File: src/rtl/irqd_pkg.sv
package irqd_pkg;

   // view selector carried on acc_view
   typedef enum logic [3:0] {
      VW_MEN    = 4'd0,
      VW_MPEND  = 4'd1,
      VW_SEN    = 4'd2,
      VW_SPEND  = 4'd3,
      VW_HEN    = 4'd4,
      VW_HPEND  = 4'd5,
      VW_VSEN   = 4'd6,
      VW_VSPEND = 4'd7,
      VW_IDELEG = 4'd8,
      VW_EDELEG = 4'd9
   } view_e;

   // interrupt field width and bit positions
   localparam int unsigned IRQ_W  = 12;
   localparam int unsigned B_SSI  = 1;
   localparam int unsigned B_VSSI = 2;
   localparam int unsigned B_MSI  = 3;
   localparam int unsigned B_STI  = 5;
   localparam int unsigned B_VSTI = 6;
   localparam int unsigned B_MTI  = 7;
   localparam int unsigned B_SEI  = 9;
   localparam int unsigned B_VSEI = 10;
   localparam int unsigned B_MEI  = 11;

   // groups of interrupt lines
   localparam logic [IRQ_W-1:0] GRP_S  = IRQ_W'((1 << B_SSI) | (1 << B_STI) | (1 << B_SEI));
   localparam logic [IRQ_W-1:0] GRP_VS = IRQ_W'((1 << B_VSSI) | (1 << B_VSTI) | (1 << B_VSEI));
   localparam logic [IRQ_W-1:0] GRP_M  = IRQ_W'((1 << B_MSI) | (1 << B_MTI) | (1 << B_MEI));
   localparam logic [IRQ_W-1:0] ONE_VSSI = IRQ_W'(1 << B_VSSI);

   // supervisor-pending write filter: bits 0, 1 and 8
   localparam logic [IRQ_W-1:0] SPEND_FILT = IRQ_W'(12'h103);

   // exception causes that may be delegated
   localparam int unsigned EXC_W = 24;
   localparam logic [EXC_W-1:0] EXC_DELEGABLE = 24'hB0_BFFF;

endpackage

File: src/rtl/irqd_csr_reg.sv
// Legalising register: keeps only LEGAL bits of a write, then sets FORCE1.
module irqd_csr_reg #(
   parameter int unsigned   XLEN   = 32,
   parameter logic [XLEN-1:0] LEGAL  = '0,
   parameter logic [XLEN-1:0] FORCE1 = '0
) (
   input  logic            clk,
   input  logic            rst_n,
   input  logic            we,
   input  logic [XLEN-1:0] nxt,
   output logic [XLEN-1:0] q
);

   if (XLEN == 0) begin : g_bad_w
      $error("irqd_csr_reg: XLEN must be non-zero");
   end

   always_ff @(posedge clk or negedge rst_n) begin
      if (!rst_n) begin
         q <= '0;
      end else if (we) begin
         q <= (nxt & LEGAL) | FORCE1;
      end
   end

endmodule

File: src/rtl/irqd_pend_reg.sv
// Software-held pending bits with hardware claim override.
module irqd_pend_reg #(
   parameter int unsigned     XLEN   = 32,
   parameter logic [XLEN-1:0] SWABLE = '0
) (
   input  logic            clk,
   input  logic            rst_n,
   input  logic [XLEN-1:0] wr_mask,
   input  logic [XLEN-1:0] wr_data,
   input  logic [XLEN-1:0] claim,
   input  logic [XLEN-1:0] hw_pend,
   output logic [XLEN-1:0] vis
);

   logic [XLEN-1:0] sw_q;
   logic [XLEN-1:0] eff;

   // software may touch only writable, unclaimed positions
   assign eff = wr_mask & SWABLE & ~claim;

   always_ff @(posedge clk or negedge rst_n) begin
      if (!rst_n) begin
         sw_q <= '0;
      end else begin
         sw_q <= (sw_q & ~eff) | (wr_data & eff);
      end
   end

   assign vis = sw_q | (hw_pend & claim);

endmodule

File: src/rtl/irqd_view_mux.sv
// Per-view read masking and write steering.
module irqd_view_mux
   import irqd_pkg::*;
#(
   parameter int unsigned XLEN   = 32,
   parameter bit          HYP_EN = 1'b1
) (
   input  logic            valid,
   input  logic [3:0]      view,
   input  logic            virt_on,
   input  logic [XLEN-1:0] wdata,
   input  logic [XLEN-1:0] wmask,
   input  logic [XLEN-1:0] en_q,
   input  logic [XLEN-1:0] pend_q,
   input  logic [XLEN-1:0] ideleg_q,
   input  logic [XLEN-1:0] edeleg_q,
   output logic [XLEN-1:0] rdata,
   output logic            en_we,
   output logic [XLEN-1:0] en_nxt,
   output logic            id_we,
   output logic [XLEN-1:0] id_nxt,
   output logic            ed_we,
   output logic [XLEN-1:0] ed_nxt,
   output logic [XLEN-1:0] pd_mask,
   output logic [XLEN-1:0] pd_data
);

   localparam logic [XLEN-1:0] L_S     = XLEN'(GRP_S);
   localparam logic [XLEN-1:0] L_VS    = XLEN'(GRP_VS);
   localparam logic [XLEN-1:0] L_VSSI  = XLEN'(ONE_VSSI);
   localparam logic [XLEN-1:0] L_SFILT = XLEN'(SPEND_FILT);

   logic            hv;
   logic            virt_eff;
   view_e           vsel;
   logic [XLEN-1:0] merged;
   logic [XLEN-1:0] s_dlg;
   logic [XLEN-1:0] vs_dlg;

   generate
      if (HYP_EN) begin : g_hyp
         assign hv       = 1'b1;
         assign virt_eff = virt_on;
      end else begin : g_nohyp
         assign hv       = 1'b0;
         assign virt_eff = 1'b0;
      end
   endgenerate

   assign vsel   = view_e'(view);
   assign s_dlg  = L_S & ideleg_q;
   assign vs_dlg = L_VS & ideleg_q;

   // read side: value before the update
   always_comb begin
      rdata = '0;
      case (vsel)
         VW_MEN:    rdata = en_q;
         VW_MPEND:  rdata = pend_q;
         VW_SEN:    rdata = virt_eff ? ((en_q & vs_dlg) >> 1) : (en_q & s_dlg);
         VW_SPEND:  rdata = virt_eff ? ((pend_q & ideleg_q & L_VSSI) >> 1)
                                     : (pend_q & s_dlg);
         VW_HEN:    rdata = hv ? (en_q & L_VS) : '0;
         VW_HPEND:  rdata = hv ? (pend_q & L_VS) : '0;
         VW_VSEN:   rdata = hv ? (en_q & vs_dlg) : '0;
         VW_VSPEND: rdata = hv ? (pend_q & ideleg_q & L_VSSI) : '0;
         VW_IDELEG: rdata = ideleg_q;
         VW_EDELEG: rdata = edeleg_q;
         default:   rdata = '0;
      endcase
   end

   assign merged = (rdata & ~wmask) | (wdata & wmask);

   // write side
   always_comb begin
      en_we   = 1'b0;
      en_nxt  = en_q;
      id_we   = 1'b0;
      id_nxt  = ideleg_q;
      ed_we   = 1'b0;
      ed_nxt  = edeleg_q;
      pd_mask = '0;
      pd_data = wdata;
      if (valid) begin
         case (vsel)
            VW_MEN: begin
               en_we  = 1'b1;
               en_nxt = merged;
            end
            VW_MPEND: begin
               pd_mask = wmask;
            end
            VW_SEN: begin
               en_we = 1'b1;
               if (virt_eff) begin
                  en_nxt = (en_q & ~vs_dlg) | ((merged << 1) & vs_dlg);
               end else begin
                  en_nxt = (en_q & ~s_dlg) | (merged & s_dlg);
               end
            end
            VW_SPEND: begin
               if (virt_eff) begin
                  pd_mask = ((wmask & L_SFILT) << 1) & ideleg_q & L_VSSI;
                  pd_data = wdata << 1;
               end else begin
                  pd_mask = wmask & ideleg_q & L_SFILT;
               end
            end
            VW_HEN: begin
               en_we  = hv;
               en_nxt = (en_q & ~L_VS) | (merged & L_VS);
            end
            VW_HPEND: begin
               pd_mask = hv ? (wmask & L_VS) : '0;
            end
            VW_VSEN: begin
               en_we  = hv;
               en_nxt = (en_q & ~vs_dlg) | (merged & vs_dlg);
            end
            VW_VSPEND: begin
               pd_mask = hv ? (wmask & ideleg_q & L_VSSI) : '0;
            end
            VW_IDELEG: begin
               id_we  = 1'b1;
               id_nxt = merged;
            end
            VW_EDELEG: begin
               ed_we  = 1'b1;
               ed_nxt = merged;
            end
            default: begin
               en_we = 1'b0;
            end
         endcase
      end
   end

endmodule

File: src/rtl/irqd_unit.sv
// Interrupt enable/pending delegation unit, top level.
module irqd_unit
   import irqd_pkg::*;
#(
   parameter int unsigned XLEN   = 32,
   parameter bit          HYP_EN = 1'b1
) (
   input  logic            clk,
   input  logic            rst_n,
   input  logic            acc_valid,
   input  logic [3:0]      acc_view,
   input  logic [XLEN-1:0] acc_wdata,
   input  logic [XLEN-1:0] acc_wmask,
   output logic [XLEN-1:0] acc_rdata,
   input  logic            virt_on,
   input  logic [XLEN-1:0] hw_claim,
   input  logic [XLEN-1:0] hw_pend,
   output logic [XLEN-1:0] en_vec_o,
   output logic [XLEN-1:0] pend_vec_o,
   output logic [XLEN-1:0] ideleg_o,
   output logic [XLEN-1:0] edeleg_o
);

   // elaboration-time parameter checks
   if (XLEN < EXC_W || XLEN > 64) begin : g_bad_xlen
      $error("irqd_unit: XLEN must lie between 24 and 64");
   end

   localparam logic [IRQ_W-1:0] VS_OPT = HYP_EN ? GRP_VS : '0;
   localparam logic [XLEN-1:0] EN_LEGAL  = XLEN'(GRP_M | GRP_S | VS_OPT);
   localparam logic [XLEN-1:0] ID_LEGAL  = XLEN'(GRP_S);
   localparam logic [XLEN-1:0] ID_FORCE  = XLEN'(VS_OPT);
   localparam logic [XLEN-1:0] ED_LEGAL  = XLEN'(EXC_DELEGABLE);
   localparam logic [XLEN-1:0] PD_SWABLE = XLEN'(GRP_S | VS_OPT);

   logic            en_we, id_we, ed_we;
   logic [XLEN-1:0] en_nxt, id_nxt, ed_nxt;
   logic [XLEN-1:0] pd_mask, pd_data;
   logic [XLEN-1:0] en_q, id_q, ed_q, pd_vis;

   irqd_view_mux #(.XLEN(XLEN), .HYP_EN(HYP_EN)) u_mux (
      .valid    (acc_valid),
      .view     (acc_view),
      .virt_on  (virt_on),
      .wdata    (acc_wdata),
      .wmask    (acc_wmask),
      .en_q     (en_q),
      .pend_q   (pd_vis),
      .ideleg_q (id_q),
      .edeleg_q (ed_q),
      .rdata    (acc_rdata),
      .en_we    (en_we),
      .en_nxt   (en_nxt),
      .id_we    (id_we),
      .id_nxt   (id_nxt),
      .ed_we    (ed_we),
      .ed_nxt   (ed_nxt),
      .pd_mask  (pd_mask),
      .pd_data  (pd_data)
   );

   irqd_csr_reg #(.XLEN(XLEN), .LEGAL(EN_LEGAL), .FORCE1('0)) u_en (
      .clk (clk), .rst_n (rst_n), .we (en_we), .nxt (en_nxt), .q (en_q)
   );

   irqd_csr_reg #(.XLEN(XLEN), .LEGAL(ID_LEGAL), .FORCE1(ID_FORCE)) u_idel (
      .clk (clk), .rst_n (rst_n), .we (id_we), .nxt (id_nxt), .q (id_q)
   );

   irqd_csr_reg #(.XLEN(XLEN), .LEGAL(ED_LEGAL), .FORCE1('0)) u_edel (
      .clk (clk), .rst_n (rst_n), .we (ed_we), .nxt (ed_nxt), .q (ed_q)
   );

   irqd_pend_reg #(.XLEN(XLEN), .SWABLE(PD_SWABLE)) u_pend (
      .clk     (clk),
      .rst_n   (rst_n),
      .wr_mask (pd_mask),
      .wr_data (pd_data),
      .claim   (hw_claim),
      .hw_pend (hw_pend),
      .vis     (pd_vis)
   );

   assign en_vec_o   = en_q;
   assign pend_vec_o = pd_vis;
   assign ideleg_o   = id_q;
   assign edeleg_o   = ed_q;

endmodule

File: config.mk
export PLATFORM = sky130hd
export DESIGN_NAME = irqd_unit
export DESIGN_NICKNAME = d
export VERILOG_FILES = /design/src/rtl/irqd_pkg.sv /design/src/rtl/irqd_csr_reg.sv /design/src/rtl/irqd_pend_reg.sv /design/src/rtl/irqd_view_mux.sv /design/src/rtl/irqd_unit.sv
export SDC_FILE = /design/constraint.sdc
export NUM_CORES = 1
export LEC_CHECK = 0
export ABC_AREA = 0
export BUFFER_PORTS_ARGS = -buffer_cell sky130_fd_sc_hd__buf_2
export CAP_MARGIN = 20
export CELL_PAD_IN_SITES_DETAIL_PLACEMENT = 1
export CELL_PAD_IN_SITES_GLOBAL_PLACEMENT = 2
export CORE_UTILIZATION = 18
export CTS_CLUSTER_DIAMETER = 40
export DETAILED_ROUTE_END_ITERATION = 7
export PLACE_DENSITY = 0.78
export SYNTH_ARGS = -nofsm -noshare
export SYNTH_HDL_FRONTEND = slang
export SYNTH_SLANG_ARGS = --single-unit
File: constraint.sdc
create_clock -name clk -period 1.9 [get_ports clk]
set_input_delay 0.285 -clock clk [delete_from_list [all_inputs] [get_ports clk]]
set_output_delay 0.285 -clock clk [all_outputs]
set_load 0.005 [all_outputs]
==> results by group <==
Critical path
  • R2r worst-path depth: 6
  • Kind of critical path: reg2out
  • Reg2reg setup slack: 0.19 ns
  • Worst setup SP type: register
  • WP data required: roughly 1.6 ns
  • Critical path endpoint category: primary output
  • CP endpoint: acc_rdata[1]
  • Reg2reg start: u_en.q[1]
  • CP Max Fanout: 4
  • Worst setup path start: u_idel.q[2]
  • Crit path DAT: about 1.6 ns
  • FF-to-FF End: u_en.q[2]

STA
  • Period utilisation layout: between 90 and 100%
  • Setup TNS: 0 ns
  • Final hold violations: 0
  • RSZ-0062 raised after global routing: yes
  • FMAX: approximately 0.53 GHz
  • Hold Slack: around 0.21 ns
  • Minimum clock period: about 1.9 ns
  • Final setup vio count: 0
  • Worst clock skew: between 0.01 and 0.015 ns
  • Pins Over Slew Limit: 0

Power
  • Lkg Pwr: about 0.0026 µW
  • PD cells: slightly below 600 nW/µm²
  • Power Total: 2820 µW
  • Worst VDD drop: 0.310 mV

Clock network
  • Worst-path clk slew: ~0.07 ns
  • Root buffer cell: clkbuf_16
  • Clock Latency Late Sink: slightly below 0.3 ns
  • # clock sinks: 37
  • CTS H-tree depth: 2
  • Clock buffer depth: 2
  • Total CTS buffers: 5
  • CTS tree: built

Route
  • WL final: ~12000 µm
  • DRT iter0 DRCs: around 110
  • Vias after detailed routing: ~3500
  • DR WL/cell: around 14 µm
  • Vias per inst: 4.11
  • Final routed DRC violation total: 0
  • Drt pass-1 iters: 4
  • Routed Antenna Nets: 0

Synth
  • Yosys top cell area share: 29.1%
  • Most frequent cells after synthesis: 67 x buf_4, 44 x nand2_1, 43 x and2_1
  • Top-count cell post-synth: buf_4
  • Instance count of the mapped netlist: roughly 370
  • Ys async rst share: 100%
  • Mapped Area: 3180 µm²
  • Adder-Cell Fraction of Synth Area: 0%
  • Yosys reg bits: 37
  • Post-synth top flop: dfrtp_1
  • Syn Area/Cell: 8.56 µm²
  • Combinational family with the most area after synthesis: simple AND/OR/NAND/NOR gates
  • Post-synth top area cell: dfrtp_1
  • Compound-Gate Fraction of Synth Area: 19.6%
  • Top post-synthesis cells by area: dfrtp_1 29%, buf_4 16%, and2_1 8.5%
  • Sequential fraction of the synthesis area: between 20% and 30%
  • Mux cell area share after synthesis: under 10%
  • EDFF count, synth: 0
  • Synth Area in XOR/XNOR: 0%
  • Yosys warnings: 0
  • Synth Area in Simple Gates: about a quarter
  • Post-synth cell types: 55

Global route
  • First-pass GRT wire length: ~18000 µm
  • Global Route Usage Sum: approximately 13%
  • Vias in the first global route: 3349
  • Pin count of the biggest net entering global routing: 29
  • Initial antenna violation count: 0
  • Congestion Overflow GR: 0

Flow run
  • Max Cap Viol: 0

Cells and area
  • Diodes inserted: 0
  • # nets final: 751
  • Layout cell share with drive strength beyond 1: ~47%
  • Layout area overhead: 49.0%

Placed design
  • Final Wtd Congestion: ~0.8
  • Post-DP HPWL: roughly 10000 µm
  • Port bufs: ~200

Floorplan
  • FP Rows: 48
  • Die height: approximately 130 µm
  • Core ar.: ~17000 µm²
  • I/O Pins: between 200 and 300
  • Die W: between 100 and 150 µm
  • Die area: between 15000 and 20000 µm²
  • Starting density of the core: a little under a fifth

Hold path
  • Min-delay src: hw_claim[2]
  • Worst Hold Class: in2reg

Status
  • Outcome: finished, final reports clean
how the worst min path moves through the flow:
stage | to | slack [ns] | cells past startpoint
global route | register | 0.23 | 2
floorplan | asynchronous set/reset pin | -0.01 | 0
detailed placement | asynchronous set/reset pin | 0.19 | 1
finish | register | 0.21 | 2
global placement | asynchronous set/reset pin | 0.19 | 1
CTS | register | 0.21 | 2
timing repair:
| item | CTS | global route |
|---|---|---|
| endpoints found under the setup margin | 3 | 14 |
| gates cloned | 0 | 0 |
| pin swaps | 1 | 3 |
| hold buffers | 1 | 0 |
| buffers inserted | 2 | 3 |
| resized for setup | 4 | 12 |
| endpoints found under the hold margin | 9 | 0 |
power by group:
part,leakage (µW),switching [µW],internal [µW]
sequential,0.000480,129,928
clock,0.0000706,354,483
combinational,0.00204,474,455
per-stage QoR:
stage / utilization (%) / cell area (µm²) / worst slack (ns) / cells
floorplan: - / 3420 / 0.181 / 434
global placement: 26.0 / 4490 / -0.0818 / 827
detailed placement: 26.0 / 4490 / -0.0918 / 827
CTS: 27.1 / 4680 / 0.000905 / 838
global route: 27.4 / 4740 / -0.0750 / 841
finish: 27.4 / 4740 / 0.00212 / 841
layer usage:
layer	vias up	share of wire, %	GRT usage, %
met2	157	51	23.1
met3	5	6.4	2.48
li1	1672	-	-
met1	1623	42	16.3
met4	0	0.39	1.87
met5	-	0	0
kinds of logic after synthesis:
logic type,Yosys count
simple gates,135
other cells,1
flops,37
compound gates,83
mux,27
buf+inv,89
cells in the final DEF (no fill, tap or decap), drive strengths merged, types with 4 or more instances in the layout:
master and instances:
inv 9, a22o 13, a22oi 4, conb 63, buf 253, dfrtp 37
mux2i 19, clkbuf 6, nand2 44, mux2 8, nor2 15, o21ai 30
a21oi 10, and2 43
area by class of cell:
| type | count | area [µm²] |
|---|---|---|
| fill | 2164 | 12600 |
| multi-input combinational | 308 | 1940 |
| timing repair buffer | 254 | 1420 |
| sequential | 37 | 926 |
| tap | 225 | 282 |
| clock buffer | 6 | 129 |
| inverter | 9 | 33.8 |
| clock inverter | 2 | 10.0 |
critical path, stage by stage, from the launching register on:
cell,delay [ns]
dfrtp_1,0.42
nand4bb_1,0.16
nor2_2,0.07
buf_4,0.14
a221oi_2,0.33
nand2_2,0.09
buf_2,0.13
Note: power is estimated with default switching activity, not from simulation.
